[src/rtl/cpd_pkg.sv]
package cpd_pkg;
  localparam int ADDR_STATUS = 0;
  localparam int ADDR_MODE   = 1;
  localparam int ADDR_EVENT  = 2;

  // status word bit positions
  localparam int ST_PRESENT = 0;
  localparam int ST_DET1    = 2;
  localparam int ST_DET2    = 3;

  // mode word bit positions
  localparam int MD_TYPE  = 2;
  localparam int MD_RST   = 3;
  localparam int MD_HOST  = 4;

  // event word bit positions
  localparam int EV_PEND = 0;
  localparam int EV_EN   = 1;

  typedef enum logic [1:0] {
    ACC_MEM  = 2'd0,
    ACC_IO   = 2'd1,
    ACC_IDE  = 2'd2,
    ACC_RSVD = 2'd3
  } acc_mode_t;
endpackage

[src/rtl/cpd_sync.sv]
module cpd_sync #(
  parameter int WIDTH  = 2,
  parameter int STAGES = 2,
  parameter logic [WIDTH-1:0] RST_VAL = '1
) (
  input  logic             clk,
  input  logic             rst_n,
  input  logic [WIDTH-1:0] async_in,
  output logic [WIDTH-1:0] sync_out
);
  logic [WIDTH-1:0] chain_q [STAGES];

  always_ff @(posedge clk or negedge rst_n) begin
    if (!rst_n) chain_q[0] <= RST_VAL;
    else        chain_q[0] <= async_in;
  end

  for (genvar s = 1; s < STAGES; s++) begin : g_stage
    always_ff @(posedge clk or negedge rst_n) begin
      if (!rst_n) chain_q[s] <= RST_VAL;
      else        chain_q[s] <= chain_q[s-1];
    end
  end

  assign sync_out = chain_q[STAGES-1];
endmodule

[src/rtl/cpd_presence.sv]
module cpd_presence #(
  parameter int STABLE_CYCLES = 16
) (
  input  logic clk,
  input  logic rst_n,
  input  logic both_low,
  output logic present,
  output logic change
);
  logic present_q;

  if (STABLE_CYCLES <= 1) begin : g_direct
    assign change = (both_low != present_q);
    always_ff @(posedge clk or negedge rst_n) begin
      if (!rst_n) present_q <= 1'b0;
      else        present_q <= both_low;
    end
  end else begin : g_filter
    localparam int CNT_W = $clog2(STABLE_CYCLES);
    localparam logic [CNT_W-1:0] LAST = CNT_W'(STABLE_CYCLES - 1);
    logic [CNT_W-1:0] cnt_q;
    logic             differ;

    assign differ = (both_low != present_q);
    assign change = differ && (cnt_q == LAST);

    always_ff @(posedge clk or negedge rst_n) begin
      if (!rst_n) begin
        cnt_q     <= '0;
        present_q <= 1'b0;
      end else if (!differ) begin
        cnt_q <= '0;
      end else if (cnt_q == LAST) begin
        cnt_q     <= '0;
        present_q <= both_low;
      end else begin
        cnt_q <= cnt_q + 1'b1;
      end
    end

    // window counter never runs past its last value
    p_cnt_bound_r5: assert property (@(posedge clk) disable iff (!rst_n)
      cnt_q <= LAST);
  end

  assign present = present_q;

  // presence only rises when both contacts were low
  p_rise_needs_both_r2: assert property (@(posedge clk) disable iff (!rst_n)
    $rose(present_q) |-> $past(both_low));

  // agreement between raw decision and presence freezes presence
  p_hold_when_agree_r5: assert property (@(posedge clk) disable iff (!rst_n)
    (both_low == present_q) |=> $stable(present_q));
endmodule

[src/rtl/cpd_regs.sv]
module cpd_regs
  import cpd_pkg::*;
#(
  parameter int DATA_W = 32,
  parameter int ADDR_W = 4
) (
  input  logic              clk,
  input  logic              rst_n,
  input  logic              reg_wr,
  input  logic [ADDR_W-1:0] reg_addr,
  input  logic [DATA_W-1:0] reg_wdata,
  output logic [DATA_W-1:0] reg_rdata,
  input  logic              present,
  input  logic              change,
  input  logic [1:0]        det_lvl,
  output acc_mode_t         mode,
  output logic              card_type,
  output logic              card_rst,
  output logic              host_en,
  output logic              evt_pend,
  output logic              irq_en
);
  logic wr_mode, wr_event;
  logic unused_wdata;

  assign wr_mode  = reg_wr && (reg_addr == ADDR_W'(ADDR_MODE));
  assign wr_event = reg_wr && (reg_addr == ADDR_W'(ADDR_EVENT));
  assign unused_wdata = ^reg_wdata[DATA_W-1:5];

  always_ff @(posedge clk or negedge rst_n) begin
    if (!rst_n) begin
      mode      <= ACC_MEM;
      card_type <= 1'b0;
      card_rst  <= 1'b0;
      host_en   <= 1'b0;
    end else if (wr_mode) begin
      if (reg_wdata[1:0] != 2'b11) mode <= acc_mode_t'(reg_wdata[1:0]);
      card_type <= reg_wdata[MD_TYPE];
      card_rst  <= reg_wdata[MD_RST];
      host_en   <= reg_wdata[MD_HOST];
    end
  end

  always_ff @(posedge clk or negedge rst_n) begin
    if (!rst_n) begin
      evt_pend <= 1'b0;
      irq_en   <= 1'b0;
    end else begin
      if (wr_event) irq_en <= reg_wdata[EV_EN];
      // a new event takes priority over a clear in the same cycle
      if (change)                            evt_pend <= 1'b1;
      else if (wr_event && reg_wdata[EV_PEND]) evt_pend <= 1'b0;
    end
  end

  always_comb begin
    reg_rdata = '0;
    case (reg_addr)
      ADDR_W'(ADDR_STATUS): begin
        reg_rdata[ST_PRESENT] = present;
        reg_rdata[ST_DET1]    = det_lvl[0];
        reg_rdata[ST_DET2]    = det_lvl[1];
      end
      ADDR_W'(ADDR_MODE): begin
        reg_rdata[1:0]     = mode;
        reg_rdata[MD_TYPE] = card_type;
        reg_rdata[MD_RST]  = card_rst;
        reg_rdata[MD_HOST] = host_en;
      end
      ADDR_W'(ADDR_EVENT): begin
        reg_rdata[EV_PEND] = evt_pend;
        reg_rdata[EV_EN]   = irq_en;
      end
      default: reg_rdata = '0;
    endcase
  end

  // the reserved access mode never becomes active
  p_mode_legal_r6: assert property (@(posedge clk) disable iff (!rst_n)
    mode != ACC_RSVD);

  // an accepted presence change leaves the event flag set
  p_event_on_change_r3: assert property (@(posedge clk) disable iff (!rst_n)
    change |=> evt_pend);

  // the flag only falls after a write of one to its bit
  p_clear_only_w1c_r4: assert property (@(posedge clk) disable iff (!rst_n)
    $fell(evt_pend) |-> $past(wr_event && reg_wdata[EV_PEND]));
endmodule

[src/rtl/card_presence_ctrl.sv]
module card_presence_ctrl
  import cpd_pkg::*;
#(
  parameter int DATA_W        = 32,
  parameter int ADDR_W        = 4,
  parameter int SYNC_STAGES   = 2,
  parameter int STABLE_CYCLES = 16
) (
  input  logic              clk,
  input  logic              rst_n,
  input  logic              det1_n,
  input  logic              det2_n,
  input  logic              reg_wr,
  input  logic [ADDR_W-1:0] reg_addr,
  input  logic [DATA_W-1:0] reg_wdata,
  output logic [DATA_W-1:0] reg_rdata,
  output logic [1:0]        card_mode,
  output logic              card_type,
  output logic              card_rst,
  output logic              xfer_rst,
  output logic              irq
);
  logic [1:0] det_sync;
  logic       both_low, present, change;
  logic       host_en, evt_pend, irq_en;
  acc_mode_t  mode;

  cpd_sync #(
    .WIDTH   (2),
    .STAGES  (SYNC_STAGES),
    .RST_VAL (2'b11)
  ) u_sync (
    .clk      (clk),
    .rst_n    (rst_n),
    .async_in ({det2_n, det1_n}),
    .sync_out (det_sync)
  );

  assign both_low = ~det_sync[0] & ~det_sync[1];

  cpd_presence #(
    .STABLE_CYCLES (STABLE_CYCLES)
  ) u_presence (
    .clk      (clk),
    .rst_n    (rst_n),
    .both_low (both_low),
    .present  (present),
    .change   (change)
  );

  cpd_regs #(
    .DATA_W (DATA_W),
    .ADDR_W (ADDR_W)
  ) u_regs (
    .clk       (clk),
    .rst_n     (rst_n),
    .reg_wr    (reg_wr),
    .reg_addr  (reg_addr),
    .reg_wdata (reg_wdata),
    .reg_rdata (reg_rdata),
    .present   (present),
    .change    (change),
    .det_lvl   (det_sync),
    .mode      (mode),
    .card_type (card_type),
    .card_rst  (card_rst),
    .host_en   (host_en),
    .evt_pend  (evt_pend),
    .irq_en    (irq_en)
  );

  assign card_mode = mode;
  assign xfer_rst  = ~host_en;
  assign irq       = evt_pend & irq_en;

  // a present card implies both synchronized contacts were low at acceptance
  p_present_on_low_r2: assert property (@(posedge clk) disable iff (!rst_n)
    $rose(present) |-> $past(det_sync == 2'b00));
endmodule

[config.mk]
export PLATFORM = sky130hd
export DESIGN_NAME = card_presence_ctrl
export DESIGN_NICKNAME = d
export VERILOG_FILES = /design/src/rtl/cpd_pkg.sv /design/src/rtl/cpd_sync.sv /design/src/rtl/cpd_presence.sv /design/src/rtl/cpd_regs.sv /design/src/rtl/card_presence_ctrl.sv
export SDC_FILE = /design/constraint.sdc
export NUM_CORES = 1
export LEC_CHECK = 0
export ABC_AREA = 1
export ABC_CLOCK_PERIOD_IN_PS = 1900
export BUFFER_PORTS_ARGS = -buffer_cell sky130_fd_sc_hd__buf_2
export CORE_MARGIN = 10
export CORE_UTILIZATION = 42
export DETAILED_ROUTE_END_ITERATION = 10
export PLACE_DENSITY = 0.85
export SETUP_SLACK_MARGIN = 0.3
export SYNTH_ARGS = -nofsm -noshare
export SYNTH_HDL_FRONTEND = slang
export SYNTH_HIERARCHICAL = 1
export SYNTH_SLANG_ARGS = --single-unit
export TNS_END_PERCENT = 1
[constraint.sdc]
create_clock -name clk -period 1.9 [get_ports clk]
set_clock_uncertainty 0.1 [all_clocks]
set_input_delay 0.095 -clock clk [delete_from_list [all_inputs] [get_ports clk]]
set_output_delay 0.095 -clock clk [all_outputs]
set_load 0.05 [all_outputs]
# After elaboration in Yosys (flattened, before gate mapping)
# Cells that the tools add are included.
# word_totals
input_bits,41
out_inout_bits,38
word_cells,37
reg_bits,16
# op_classes
bitwise_logic,5
addsub,1
eq_ne,5
n_reduce_logical,8
muxes,8
# op_table
op,n
4-bit 2-to-1 mux,2
4-bit by 1-bit adder with 4-bit output (second input constant),1
4-bit by 1-bit == test with 1-bit output (second input constant),1
4-bit by 2-bit == test with 1-bit output (second input constant),1
4-bit == test (second input constant),1
1-bit logical AND,4
4-bit logical NOT,1
2-bit one-hot mux with 2 select lines,1
2-bit AND reduction,2
1-bit 2-to-1 mux,3
1-bit inverter,3
1-bit one-hot mux with 3 select lines,1
1-bit AND,2
2-bit inequality test (second input constant),1
1-bit one-hot mux with 2 select lines,1
2-bit nonzero test,1
1-bit inequality test,1

# Longest topological paths before layout
# depth
depth_word,5
ltp_mapped,8

# Hierarchy
# Netlist, hierarchy kept.
# modules_own_cells
mod,cells_per_inst,seq_area_each_um2,area_each_um2,instances
cpd_regs,90,175.2,628.1,1
cpd_presence,27,125.1,241.5,1
cpd_sync,6,105.1,120.1,1
card_presence_ctrl,4,0.0,15.0,1

# Least setup slack after synthesis
# No wires, ideal clock.
# synth_path
path_type,flip-flop to output port
from,register u_sync.chain_q (netlist bit u_sync/sync_out[0])
to,output port reg_rdata[2]
n_path_buf,1
t_required_ns,1.705
t_arrival_ns,1.710
path_slack_ns,-0.005
stages_incl_launch_ff,4
cell_sequence,dfstp_2 -> buf_4 -> inv_1 -> o21ai_0
# synth_via
elab_chain_cells,1
# synth_lines
item,line_no,text
from (decl),cpd_sync.sv:11,logic [WIDTH-1:0] chain_q [STAGES];
"from (signal, indexed assignment)",cpd_sync.sv:21,else chain_q[s] <= chain_q[s-1];
2-bit one-hot mux with 2 select lines,cpd_regs.sv:58,case (reg_addr)
to (decl),card_presence_ctrl.sv:16,"output logic [DATA_W-1:0] reg_rdata,"
# Every way passes these cells.

# Final worst setup path
# layout_path
from,register u_sync.chain_q (netlist bit u_sync/sync_out[1])
to,output port reg_rdata[3]
# Same word-level chain as after synthesis.

==> reports/qor.txt <==
synthesized area: 1000 um2
clk slew on worst S/H paths: 0.09 ns
commonest non-fill, non-tap cells in the layout: nand2_1 (33), conb_1 (27), buf_2 (23)
grt total ovfl: 0
Reg2Reg Depth: 7
Hold WC Path Type: input port to register
r2r startpoint: u_sync/sync_out[0]$_DFF_PN1_
fmax: 680 MHz
Leak Pwr: 0.648 nW
post-synthesis adder-cell area fraction: 1.25%
area of the multi-input gates: 419 um2
site row count: 17
# IOs: 79
PortBufs: 24
WL final: 2000 um
# fillers: 222
Compound-Gate Fraction of Synth Area: 1.99%
sequential element share of the synthesized area: 40.3%
post-CTS setup buffers: 0
largest family of logic cells by synthesized area: buffers and inverters
DR pass1 iterations: 4
peak fanout along the critical path: 2
Final nets: 203
fin worst setup slack: 0.429 ns
Post-Place Setup Slack: 0.674 ns
Finished Core Util: 51.4%
Longest Clk Path Bufs: 2
Hold Path End: u_regs/mode[0]$_DFFE_PN0P_
Root Driver: clkbuf_4
XOR/XNOR Fraction of Synth Area: 0.872%
fin crit share: 77.4%
CP Capture Type: output pin
flop2flop setup slack: 0.73 ns
initial antenna violation count: 0
Tot GR Track Use: 7.49%
Syn Area/Cell: 7.91 um2
CTS tree: built
status: finished clean
post-layout instance area: 1160 um2
Final min period: 1.47 ns
Simple-Gate Fraction of Synth Area: 27.5%
Clock Latency Late Sink: 0.28 ns
Die Width: 68.9 um
Ys Warns: 6
Reg area: 405 um2
post-synth cell types: 16
hold depth: 3
clk sink count: 16
Crit path required time: 1.70 ns
Final Slew Violations: 0
DRC: 0
ANT cells: 0
Reg-to-Reg End: u_regs/evt_pend$_DFFE_PN0P_
DIE HEIGHT: 68.9 um
Layout area overhead: 15.3%
CP arrival: 1.28 ns
Hold Slack: 0.0195 ns
HP Start: reg_wr
Critical path origin: u_sync/sync_out[1]$_DFF_PN1_
ratio of cells with drive above 1 in the final layout: 23.8%
Max-Cap Viols: 0
leading cell type in the layout, fill and taps excluded: nand2_1
GP Congestion: 0.773
final hold viol count: 0
DRT antenna net count: 0
crit path launch type: register
CTS buffer count: 3
Post-DP Area: 1040 um2
vias in the first global route: 648
H-Tree Depth: 1
Power Density: 842 nW/um2
total number of vias: 809
mux cell area share after synthesis: 0%
Syn Inst Count: 127
die area: 4750 um2
FF+latch count, synth: 16
Setup-failing EPs final: 0
Core Region: 2250 um2
Crit Path Category: register to output pin
Initial Util: 44.6%
pin count of the biggest net entering global routing: 17
RSZ-0062 raised after global routing: no
Via-to-Cell Ratio: 4.30
DR WL/cell: 10.7 um
Peak supply drop: 0.000646 V
first-pass GRT wire length: 2740 um
DRT iter0 DRCs: 31
detailed placement HPWL: 1650 um
critical path: stages, from the launching register on:
cell and delay [ns]:
dfstp_2 0.53, inv_1 0.03, o21ai_0 0.16, clkbuf_4 0.26
flip-flops by register name, summed over array words and instances, names as in the netlist:
name                       flops
u_regs/mode                    2
u_regs/evt_pend                1
u_sync/sync_out                2
u_sync/chain_q                 2
u_regs/card_type               1
u_regs/card_rst                1
u_regs/irq_en                  1
u_presence/present             1
u_presence/g_filter.cnt_q      4
u_regs/host_en                 1
area by class of cell:
type	count	share of cell area, %
multi-input cells	92	36.2
flip-flops and latches	16	35.0
clock buffers	4	3.13
inverters	16	5.18
repair buffers	32	17.5
well taps	28	3.02
per-layer routing:
metal / part of all wire [%] / routed length [um] / track usage (%)
met1: 38 / 755 / 8.25
met4: 1.2 / 25 / 2.96
met2: 44 / 885 / 13.1
met5: 0 / 0 / 0
met3: 17 / 337 / 2.25
worst max path at each step:
stage | cells after the start | end | slack [ns]
global placement | 7 | reg_rdata[3] | 0.69
detailed placement | 7 | reg_rdata[3] | 0.67
finish | 3 | reg_rdata[3] | 0.43
floorplan | 3 | reg_rdata[3] | -0.005
global route | 3 | reg_rdata[3] | 0.32
CTS | 3 | reg_rdata[3] | 0.38
power breakdown:
group	total, W	internal, W	switching [W]	leakage [nW]
Sequential	0.000406	0.000380	0.0000259	0.199
Clock	0.000219	0.000117	0.000103	0.0210
Combinational	0.000350	0.0000639	0.000286	0.427
Yosys cell counts (all sizes together):
| library cell | count | area share, % |
|---|---|---|
| nand4 | 6 | 3.7 |
| xnor2 | 1 | 0.87 |
| conb | 1 | 0.37 |
| nand3 | 8 | 5.0 |
| ha | 1 | 1.2 |
| nor2 | 12 | 6.5 |
| o21ai | 4 | 2.0 |
| nand2 | 33 | 12 |
| dfrtp | 12 | 30 |
| buf | 29 | 22 |
| inv | 16 | 6.0 |
| dfstp | 4 | 10 |
timing repair:
action,CTS,global route
gates resized for setup,0,1
setup endpoints to repair,0,1
hold endpoints to repair,24,0
hold buffers,8,0
per-stage QoR:
step | instances | TNS, ns | power (W)
floorplan | 153 | -0.00532 | 0.000726
detailed placement | 176 | 0 | 0.000749
finish | 188 | 0 | 0.000976
global route | 188 | 0 | 0.00103
CTS | 188 | 0 | 0.000987
global placement | 176 | 0 | 0.000744
cells by family (layout without fill, tap and decap cells):
family	Yosys count	after routing
DFF	16	16
xor gates and xnor gates	1	1
and+or+nand+nor	59	59
adders and majority gates	1	1
other	1	27
AOI/OAI and AO/OA	4	4
buffers and inverters	45	52
(Power assumes the default switching activity.)
